--- config.mk ---
export PLATFORM = sky130hd
export DESIGN_NAME = edo_page_ctrl
export DESIGN_NICKNAME = d
export VERILOG_FILES = /design/src/rtl/edo_page_ctrl.sv
export SDC_FILE = /design/constraint.sdc
export NUM_CORES = 1
export LEC_CHECK = 0
export ABC_AREA = 1
export CORE_ASPECT_RATIO = 0.9
export CORE_UTILIZATION = 30
export CTS_CLUSTER_DIAMETER = 200
export DETAILED_ROUTE_END_ITERATION = 7
export DONT_BUFFER_PORTS = 1
export GPL_TIMING_DRIVEN = 0
export SETUP_SLACK_MARGIN = 0.02
export SLEW_MARGIN = 20
export SYNTH_ARGS = -nofsm -noshare
export SYNTH_HDL_FRONTEND = slang
export SYNTH_SLANG_ARGS = --single-unit
export TNS_END_PERCENT = 1
--- constraint.sdc ---
create_clock -name clk -period 5.1 [get_ports clk]
set_clock_uncertainty 0.05 [all_clocks]
set_input_delay 0.51 -clock clk [delete_from_list [all_inputs] [get_ports clk]]
set_output_delay 0.51 -clock clk [all_outputs]
set_load 0.02 [all_outputs]
--- src/rtl/edo_page_ctrl.sv ---
`timescale 1ns/1ps
module edo_page_ctrl #(
  parameter int ROW_W    = 9,
  parameter int COL_W    = 9,
  parameter int DQ_W     = 16,
  parameter int T_RP     = 7,
  parameter int T_RCD    = 4,
  parameter int T_RAS    = 9,
  parameter int T_CAS    = 2,
  parameter int T_CP     = 2,
  parameter int T_CSR    = 2,
  parameter int T_CHR    = 2,
  parameter int T_RASMAX = 25000
) (
  input  logic                   clk,
  input  logic                   rst_n,
  input  logic                   req_valid,
  output logic                   req_ready,
  input  logic [ROW_W+COL_W-1:0] req_addr,
  input  logic                   req_we,
  input  logic [1:0]             req_be,
  input  logic [DQ_W-1:0]        req_wdata,
  output logic                   rd_valid,
  output logic [DQ_W-1:0]        rd_data,
  input  logic                   ref_req,
  output logic                   ref_done,
  output logic                   mem_ras_n,
  output logic                   mem_lcas_n,
  output logic                   mem_ucas_n,
  output logic                   mem_we_n,
  output logic                   mem_oe_n,
  output logic [ROW_W-1:0]       mem_addr,
  output logic [DQ_W-1:0]        mem_dq_out,
  output logic                   mem_dq_oe,
  input  logic [DQ_W-1:0]        mem_dq_in
);
  localparam int AW       = ROW_W + COL_W;
  localparam int TW       = $clog2(T_RASMAX + 1) + 1;
  localparam int PAGE_CYC = T_CAS + T_CP + 1;

  typedef enum logic [3:0] {
    ST_IDLE, ST_PRE, ST_ACT, ST_CAS, ST_CP, ST_OPEN, ST_CLOSE,
    ST_CBR_SET, ST_CBR_HOLD, ST_CBR_RAS
  } state_t;

  state_t           st;
  logic [TW-1:0]    tmr, tras_left, rmax_left;
  logic [ROW_W-1:0] open_row;
  logic [COL_W-1:0] col_q;
  logic             we_q, cap, ref_pend;
  logic [1:0]       be_q;
  logic [DQ_W-1:0]  wd_q;

  logic hit, close_c, take_idle, take_open;
  assign hit       = req_addr[AW-1:COL_W] == open_row;
  assign close_c   = ref_pend || (rmax_left <= TW'(PAGE_CYC)) || (req_valid && !hit);
  assign take_idle = (st == ST_IDLE) && !ref_pend;
  assign take_open = (st == ST_OPEN) && !close_c;
  assign req_ready = take_idle || (take_open && hit);

  always_ff @(posedge clk) begin
    if (!rst_n) begin
      st <= ST_IDLE;
      mem_ras_n <= 1'b1; mem_lcas_n <= 1'b1; mem_ucas_n <= 1'b1;
      mem_we_n <= 1'b1; mem_oe_n <= 1'b1; mem_addr <= '0;
      mem_dq_out <= '0; mem_dq_oe <= 1'b0;
      tmr <= '0; tras_left <= '0; rmax_left <= '0;
      open_row <= '0; col_q <= '0; we_q <= 1'b0; be_q <= 2'b00; wd_q <= '0;
      cap <= 1'b0; ref_pend <= 1'b0; ref_done <= 1'b0;
      rd_valid <= 1'b0; rd_data <= '0;
    end else begin
      rd_valid <= 1'b0;
      ref_done <= 1'b0;
      if (ref_req) ref_pend <= 1'b1;
      if (tmr != '0) tmr <= tmr - 1'b1;
      if (!mem_ras_n) begin
        if (tras_left != '0) tras_left <= tras_left - 1'b1;
        if (rmax_left != '0) rmax_left <= rmax_left - 1'b1;
      end
      case (st)
        ST_IDLE: begin
          if (ref_pend) begin
            mem_lcas_n <= 1'b0; mem_ucas_n <= 1'b0; mem_we_n <= 1'b1;
            tmr <= TW'(T_CSR - 1);
            st  <= ST_CBR_SET;
          end else if (req_valid) begin
            open_row  <= req_addr[AW-1:COL_W];
            col_q     <= req_addr[COL_W-1:0];
            we_q      <= req_we; be_q <= req_be; wd_q <= req_wdata;
            mem_addr  <= req_addr[AW-1:COL_W];
            mem_ras_n <= 1'b0;
            tras_left <= TW'(T_RAS - 1);
            rmax_left <= TW'(T_RASMAX - 1);
            tmr       <= TW'(T_RCD - 1);
            st        <= ST_ACT;
          end
        end
        ST_ACT: begin
          if (tmr == '0) begin
            mem_addr   <= ROW_W'(col_q);
            mem_lcas_n <= ~be_q[0]; mem_ucas_n <= ~be_q[1];
            mem_we_n   <= ~we_q; mem_oe_n <= we_q;
            mem_dq_out <= wd_q; mem_dq_oe <= we_q;
            tmr        <= TW'(T_CAS - 1);
            st         <= ST_CAS;
          end
        end
        ST_CAS: begin
          if (tmr == '0) begin
            mem_lcas_n <= 1'b1; mem_ucas_n <= 1'b1;
            mem_we_n <= 1'b1; mem_dq_oe <= 1'b0;
            cap <= !we_q;
            tmr <= TW'(T_CP - 1);
            st  <= ST_CP;
          end
        end
        ST_CP: begin
          if (cap) begin
            rd_data <= mem_dq_in; rd_valid <= 1'b1;
            cap <= 1'b0; mem_oe_n <= 1'b1;
          end
          if (tmr == '0) st <= ST_OPEN;
        end
        ST_OPEN: begin
          if (close_c) st <= ST_CLOSE;
          else if (req_valid) begin
            col_q      <= req_addr[COL_W-1:0];
            we_q       <= req_we; be_q <= req_be; wd_q <= req_wdata;
            mem_addr   <= ROW_W'(req_addr[COL_W-1:0]);
            mem_lcas_n <= ~req_be[0]; mem_ucas_n <= ~req_be[1];
            mem_we_n   <= ~req_we; mem_oe_n <= req_we;
            mem_dq_out <= req_wdata; mem_dq_oe <= req_we;
            tmr        <= TW'(T_CAS - 1);
            st         <= ST_CAS;
          end
        end
        ST_CLOSE: begin
          if (tras_left == '0) begin
            mem_ras_n <= 1'b1;
            tmr <= TW'(T_RP - 1);
            st  <= ST_PRE;
          end
        end
        ST_PRE: if (tmr == '0) st <= ST_IDLE;
        ST_CBR_SET: begin
          if (tmr == '0) begin
            mem_ras_n <= 1'b0;
            tras_left <= TW'(T_RAS - 1);
            rmax_left <= TW'(T_RASMAX - 1);
            ref_pend  <= 1'b0;
            tmr       <= TW'(T_CHR - 1);
            st        <= ST_CBR_HOLD;
          end
        end
        ST_CBR_HOLD: begin
          if (tmr == '0) begin
            mem_lcas_n <= 1'b1; mem_ucas_n <= 1'b1;
            st <= ST_CBR_RAS;
          end
        end
        ST_CBR_RAS: begin
          if (tras_left == '0) begin
            mem_ras_n <= 1'b1;
            ref_done  <= 1'b1;
            tmr <= TW'(T_RP - 1);
            st  <= ST_PRE;
          end
        end
        default: st <= ST_IDLE;
      endcase
    end
  end

  logic          cas_all;
  logic [TW-1:0] ras_lo_cnt, ras_hi_cnt, cas_hi_cnt, cas_lo_cnt;
  assign cas_all = mem_lcas_n & mem_ucas_n;

  always_ff @(posedge clk) begin
    if (!rst_n) begin
      ras_lo_cnt <= '0; cas_lo_cnt <= '0;
      ras_hi_cnt <= '1; cas_hi_cnt <= '1;
    end else begin
      ras_lo_cnt <= mem_ras_n ? '0 : ras_lo_cnt + 1'b1;
      cas_lo_cnt <= cas_all ? '0 : cas_lo_cnt + 1'b1;
      ras_hi_cnt <= !mem_ras_n ? '0 : (ras_hi_cnt == '1 ? ras_hi_cnt : ras_hi_cnt + 1'b1);
      cas_hi_cnt <= !cas_all ? '0 : (cas_hi_cnt == '1 ? cas_hi_cnt : cas_hi_cnt + 1'b1);
    end
  end

  a_r5_ras_min: assert property (@(posedge clk) disable iff (!rst_n)
    $rose(mem_ras_n) |-> ras_lo_cnt >= TW'(T_RAS));
  a_r11_ras_max: assert property (@(posedge clk) disable iff (!rst_n)
    ras_lo_cnt <= TW'(T_RASMAX));
  a_r4_precharge: assert property (@(posedge clk) disable iff (!rst_n)
    $fell(mem_ras_n) |-> ras_hi_cnt >= TW'(T_RP));
  a_r6_rcd: assert property (@(posedge clk) disable iff (!rst_n)
    ($fell(cas_all) && !mem_ras_n) |-> ras_lo_cnt >= TW'(T_RCD));
  a_r7_cas_pre: assert property (@(posedge clk) disable iff (!rst_n)
    $fell(cas_all) |-> cas_hi_cnt >= TW'(T_CP));
  a_r8_early_write: assert property (@(posedge clk) disable iff (!rst_n)
    ($fell(cas_all) && !mem_ras_n && !mem_we_n) |-> (mem_dq_oe && mem_oe_n));
  a_r10_cbr_we: assert property (@(posedge clk) disable iff (!rst_n)
    ($fell(mem_ras_n) && !cas_all) |-> mem_we_n);
  a_r10_cbr_setup: assert property (@(posedge clk) disable iff (!rst_n)
    ($fell(mem_ras_n) && !cas_all) |-> cas_lo_cnt >= TW'(T_CSR));
endmodule

==> results of run 1 <==
[per-layer routing]
metal	GRT usage	vias up	routed length, um
met5	0	-	0
met4	0.0546	0	312
met3	0.0482	20	1390
met2	0.246	178	8360
met1	0.217	3079	9170
li1	-	3474	-
[cells by family (layout without fill, tap and decap cells)]
| family | after synthesis | after routing | synth area share |
|---|---|---|---|
| flip-flops | 140 | 140 | 0.391 |
| adder cells (fa/ha/maj) | 7 | 7 | 0.0122 |
| buffers and inverters | 168 | 200 | 0.101 |
| AO/OA/AOI/OAI | 148 | 148 | 0.112 |
| AND/OR/NAND/NOR | 582 | 582 | 0.344 |
| XOR/XNOR | 32 | 32 | 0.0391 |
[sequential cells by signal, summed over array words and instances, names as in the netlist]
| register | flops |
|---|---|
| mem_dq_out | 16 |
| rd_data | 16 |
| rmax_left | 16 |
| tmr | 16 |
| tras_left | 16 |
| wd_q | 16 |
| col_q | 9 |
| mem_addr | 9 |
| open_row | 9 |
| st | 4 |
| be_q | 2 |
| cap | 1 |
| mem_dq_oe | 1 |
| mem_lcas_n | 1 |
| mem_oe_n | 1 |
| mem_ras_n | 1 |
| mem_ucas_n | 1 |
| mem_we_n | 1 |
| rd_valid | 1 |
| ref_done | 1 |
| ref_pend | 1 |
| we_q | 1 |
[metrics by stage]
step	util	instance area, um^2
detailed placement	0.323	7550
finish	0.348	8140
CTS	0.348	8140
floorplan	-	7170
global route	0.348	8140
global placement	0.323	7550
[power by group through the flow]
stage | clock network (mW) | logic (mW) | registers [mW]
finish | 1.24 | 2.44 | 1.65
global route | 1.32 | 2.83 | 1.69
detailed placement | 0 | 2.42 | 1.67
floorplan | 0 | 1.94 | 1.62
CTS | 1.27 | 2.44 | 1.65
global placement | 0 | 2.40 | 1.67
[Yosys cell counts (2+ instances only)]
cell	number	share of area
nand3_2	2	0.0028
xor2_1	19	0.023
a31oi_1	4	0.0035
buf_1	4	0.0021
buf_2	12	0.0084
o21ai_1	3	0.0021
nand2_1	230	0.12
dfxtp_1	140	0.39
nor3_1	12	0.0084
o211ai_1	6	0.0063
buf_4	6	0.0063
buf_6	8	0.013
nand3b_1	4	0.0042
nor2_2	10	0.0087
clkbuf_1	14	0.0073
nand3_1	87	0.061
ha_1	7	0.012
nand4_1	25	0.022
nand2_2	5	0.0044
or2_2	3	0.0026
nor4_1	2	0.0017
inv_1	117	0.061
o221ai_1	2	0.0024
xnor2_1	13	0.016
inv_2	6	0.0031
a21oi_1	65	0.045
o21ai_0	62	0.043
nor2_1	199	0.10
[final cells by class]
cell class / instances / area [um^2] / share of cell area
well taps: 302 / 378 / 0.0464
multi-input cells: 769 / 3640 / 0.448
plain buffers: 44 / 263 / 0.0323
clock buffers: 23 / 478 / 0.0587
flip-flops and latches: 140 / 2800 / 0.344
inverters: 124 / 465 / 0.0572
clock inverters: 9 / 110 / 0.0135
[path summary, 6_finish.rpt]
check	end	slack, ps	cells after the start
worst max-delay path	req_ready	1880	7
worst min-delay path	open_row[8]$_SDFFE_PN0P_	170	2
worst max register to register	tmr[0]$_SDFF_PN0_	2720	9
worst min register to register	wd_q[14]$_SDFFE_PN0P_	420	2
==> results.yml, run 1 <==
global_route:
  overflow: 0
  grt_pass1_wl_um: 31300
  antenna_found_initial: 0
  grt_pass1_vias: 6212
  grt_max_degree: 17
  grt_usage: 0.162
worst_setup_path:
  critical_path.top_delay_family: "compound AO/OA/AOI/OAI gates"
  crit_required_ps: 4540
  worst_ep_arrival_time_ps: 2660
  cp-end-kind: "output pin"
  cp-startpoint: "rmax_left[0]$_SDFF_PN0_"
  critical-path-slowest-cell: "o31ai_1"
  start_kind: "register"
  worstPathMaxFanout: 4
  crit_chain: "inv_1 -> ha_1 -> o21ai_0 -> nor2_2 -> nor2_2 -> nand3_1 -> o31ai_1"
  worstPathBufferInverterCount: 1
  critPathMaxStageDelay_ps: 760
  criticalPathCategory: "reg2out"
  cp_common_cell: "nor2_2"
  r2r-start: "tmr[10]$_SDFF_PN0_"
cts:
  htreeDepth: 4
  cts.sinks: 140
  clk_path_buf_depth: 2
  ctsResizeCount: 0
  cts_buffers: 17
  cts_tree: "yes"
  cts_setup_buffers: 0
  cts_root_buffer: "clkbuf_16"
  clk_pin_slew_ps: 60
  insertion_delay_ps: 430
  postCtsHoldBufs: 0
layout:
  drive_gt1_frac: 0.0784
  final_common_cell: "nand2_1"
  diodes: 0
  num-nets-final: 1160
  final_cell_mix: "nand2_1, nor2_1, dfxtp_1"
  area_growth_syn_to_layout_pct: 13.5
  layoutNonFillerInstCount: 1411
  num-fill-cells: 2538
floorplan:
  io_pins: 107
  rows: 53
  core_area_um2: 23400
  start_util: 0.306
  die_w_um: 165
  fp.dieH_um: 149
  dieArea_um2: 24500
power:
  clkPwrFrac: 0.232
  leakage_nw: 3.63
  switchingPower_mw: 2.34
  swShare: 0.439
  p_comb_frac: 0.458
  total_power_mw: 5.33
  p_int_mw: 2.99
  peakVddDrop_mv: 0.235
  cellPowerDensity_nw_per_um2: 655
  pwr-share-seq: 0.310
placement:
  pre_cts_ws_ps: 2330
  place_hpwl_um: 14300
  dpl.cell_count: 1379
  port_buffers: 0
  routabilityCongestion: 0.895
sta:
  finalSetupTns_ps: 0
  slew_headroom: 0.395
  fin_crit_ps: 3220
  setup_viol: 0
  rsz0062_at_grt: "false"
  finalMaxSlewViolations: 0
  fmax_mhz: 311
  fin_ws_ps: 1880
  hold_viol_final: 0
  tightest_slew_ps: 900
  holdWs_ps: 168
  fin_crit_sh: 0.631
synth:
  syn-num-nets: 1141
  netlist_instances: 1077
  synthFlopType: "dfxtp_1"
  ys_types: 38
  syn_avg_cell_area_um2: 6.66
  synth_area_um2: 7170
  ys_seq_area_frac: 0.391
  postSynth.asyncResetShare: 0
  synth_edf_count: 0
  yosysWarningCount: 0
  ys_seq_elements: 140
min_path:
  hp-class: "in2reg"
  hold_start: "req_addr[17]"
route:
  antenna_left: 0
  wire_per_inst_um: 13.6
  drt-initial-drc-count: 380
  drc_errors: 0
  vias_per_cell: 4.78
  drt_pre_antenna_iters: 5
  via_count: 6751
  wl_um: 19200
run:
  drv_cap: 0
run_status:
  status: "complete, no violations"
Note: power is estimated with default switching activity, not from simulation.
==> inputs of run 2 (changes only) <==
- clock period: 5.1 -> 3.3 ns (I/O delays scaled with it)
==> run 2 against run 1 <==
Compared with the run above:
- critical path depth stayed put
- first-iteration DRC count up 2.6%
- utilization rose by 0.34 points
- flip-flop and latch count unchanged
- critical endpoint unchanged
==> results.yml, run 2 (synthesis results as in run 1) <==
power:
  cellPowerDensity_nw_per_um2: 1000
  leakage_nw: 3.66
  p_int_mw: 4.63
  switchingPower_mw: 3.62
  clkPwrFrac: 0.232
  peakVddDrop_mv: 0.364
  pwr-share-seq: 0.309
  p_comb_frac: 0.458
  swShare: 0.439
route:
  wire_per_inst_um: 13.7
  drt-initial-drc-count: 390
  via_count: 6780
  vias_per_cell: 4.78
  drc_errors: 0
  wl_um: 19400
  antenna_left: 0
  drt_pre_antenna_iters: 5
layout:
  utilization: 0.351
  drive_gt1_frac: 0.0779
  final_cell_mix: "nand2_1, nor2_1, dfxtp_1"
  final_common_cell: "nand2_1"
  num-nets-final: 1168
  diodes: 0
  area_growth_syn_to_layout_pct: 14.6
cts:
  cts.sinks: 140
  clk_path_buf_depth: 2
  htreeDepth: 4
  cts_tree: "yes"
  clk_pin_slew_ps: 60
  insertion_delay_ps: 420
  cts_buffers: 17
  cts_root_buffer: "clkbuf_16"
  ctsResizeCount: 0
worst_setup_path:
  start_kind: "register"
  cp_common_cell: "nor2_2"
  critPathMaxStageDelay_ps: 780
  cp-end-kind: "output pin"
  worst_ep_arrival_time_ps: 2670
  criticalPathCategory: "reg2out"
  crit_required_ps: 2920
  crit_chain: "inv_1 -> ha_1 -> o21ai_0 -> nor2_2 -> nor2_2 -> nand3_1 -> o31ai_1"
  worstPathMaxFanout: 4
  critical-path-slowest-cell: "o31ai_1"
  cp-startpoint: "rmax_left[0]$_SDFF_PN0_"
  r2r-start: "tmr[10]$_SDFF_PN0_"
sta:
  slew_headroom: 0.378
  fin_crit_ps: 3050
  tightest_slew_ps: 924
  rsz0062_at_grt: "false"
  fin_crit_sh: 0.925
  hold_viol_final: 0
  setup_viol: 0
  finalSetupTns_ps: 0
  fmax_mhz: 328
  finalMaxSlewViolations: 0
floorplan:
  dieArea_um2: 24500
  io_pins: 107
  die_w_um: 165
  rows: 53
  core_area_um2: 23400
  start_util: 0.306
  fp.dieH_um: 149
min_path:
  hp-class: "in2reg"
  hold_start: "req_addr[15]"
global_route:
  grt_pass1_wl_um: 31600
  grt_usage: 0.163
  grt_max_degree: 17
  antenna_found_initial: 0
  grt_pass1_vias: 6258
  overflow: 0
placement:
  routabilityCongestion: 0.895
  port_buffers: 0
  place_hpwl_um: 14300
run:
  drv_cap: 0
run_status:
  status: "complete, no violations"
run 2: changes by cell type in the layout (fill, tap and decap cells not counted), sizes merged:
cell | previous run | this run
dlygate4sd3 | 0 | 8
run 2: layout make-up:
class | instances | area, um^2
Inverter | 124 | 465
Multi-Input combinational cell | 769 | 3640
Timing Repair Buffer | 8 | 80.1
Buffer | 44 | 263
Fill cell | 2535 | 15200
Clock inverter | 9 | 110
Clock buffer | 23 | 478
Tap cell | 302 | 378
Sequential cell | 140 | 2800
run 2: what timing repair did:
item	CTS	global route
setup endpoints to repair	0	0
setup buffers	0	0
hold endpoints to repair	8	0
hold buffers	8	0
run 2: power by group through the flow:
stage,Clock (mW),Sequential (mW),Combinational (mW)
finish,1.92,2.55,3.78
floorplan,0,2.50,3.00
global placement,0,2.58,3.71
detailed placement,0,2.58,3.74
global route,2.04,2.61,4.39
CTS,1.96,2.55,3.78
run 2: metal layers:
metal,track usage,part of all wire,wire length [um]
met5,0,0,0
met4,0.0532,0.016,316
met3,0.0441,0.068,1320
met2,0.248,0.43,8400
met1,0.222,0.48,9350
run 2: metrics by stage:
stage / total power [mW] / setup slack [ps] / cell area [um^2] / cells / hold slack (ps)
2_1_floorplan: 5.50 / 1220 / 7170 / 1077 / 390
3_3_place_gp: 6.28 / 710 / 7550 / 1379 / 399
3_5_place_dp: 6.32 / 712 / 7550 / 1379 / 408
4_1_cts: 8.29 / 240 / 8220 / 1419 / 3.24
5_1_grt: 9.04 / 58.0 / 8220 / 1419 / 12.6
6_report: 8.26 / 248 / 8220 / 1419 / 18.5
run 2: final timing paths:
path,end,slack (ps),cells past startpoint
worst max-delay path,req_ready,250,7
worst max register to register,tmr[0]$_SDFF_PN0_,920,9
worst min-delay path,open_row[6]$_SDFFE_PN0P_,20,2
worst min register to register,wd_q[14]$_SDFFE_PN0P_,420,2
run 2: critical path: cells and delay by family (launching register included):
kind,cells,cell delay [ps]
AOI/OAI and AO/OA,2,1080
DFF,1,380
buffers and inverters,1,110
and+or+nand+nor,3,500
adders and majority gates,1,200
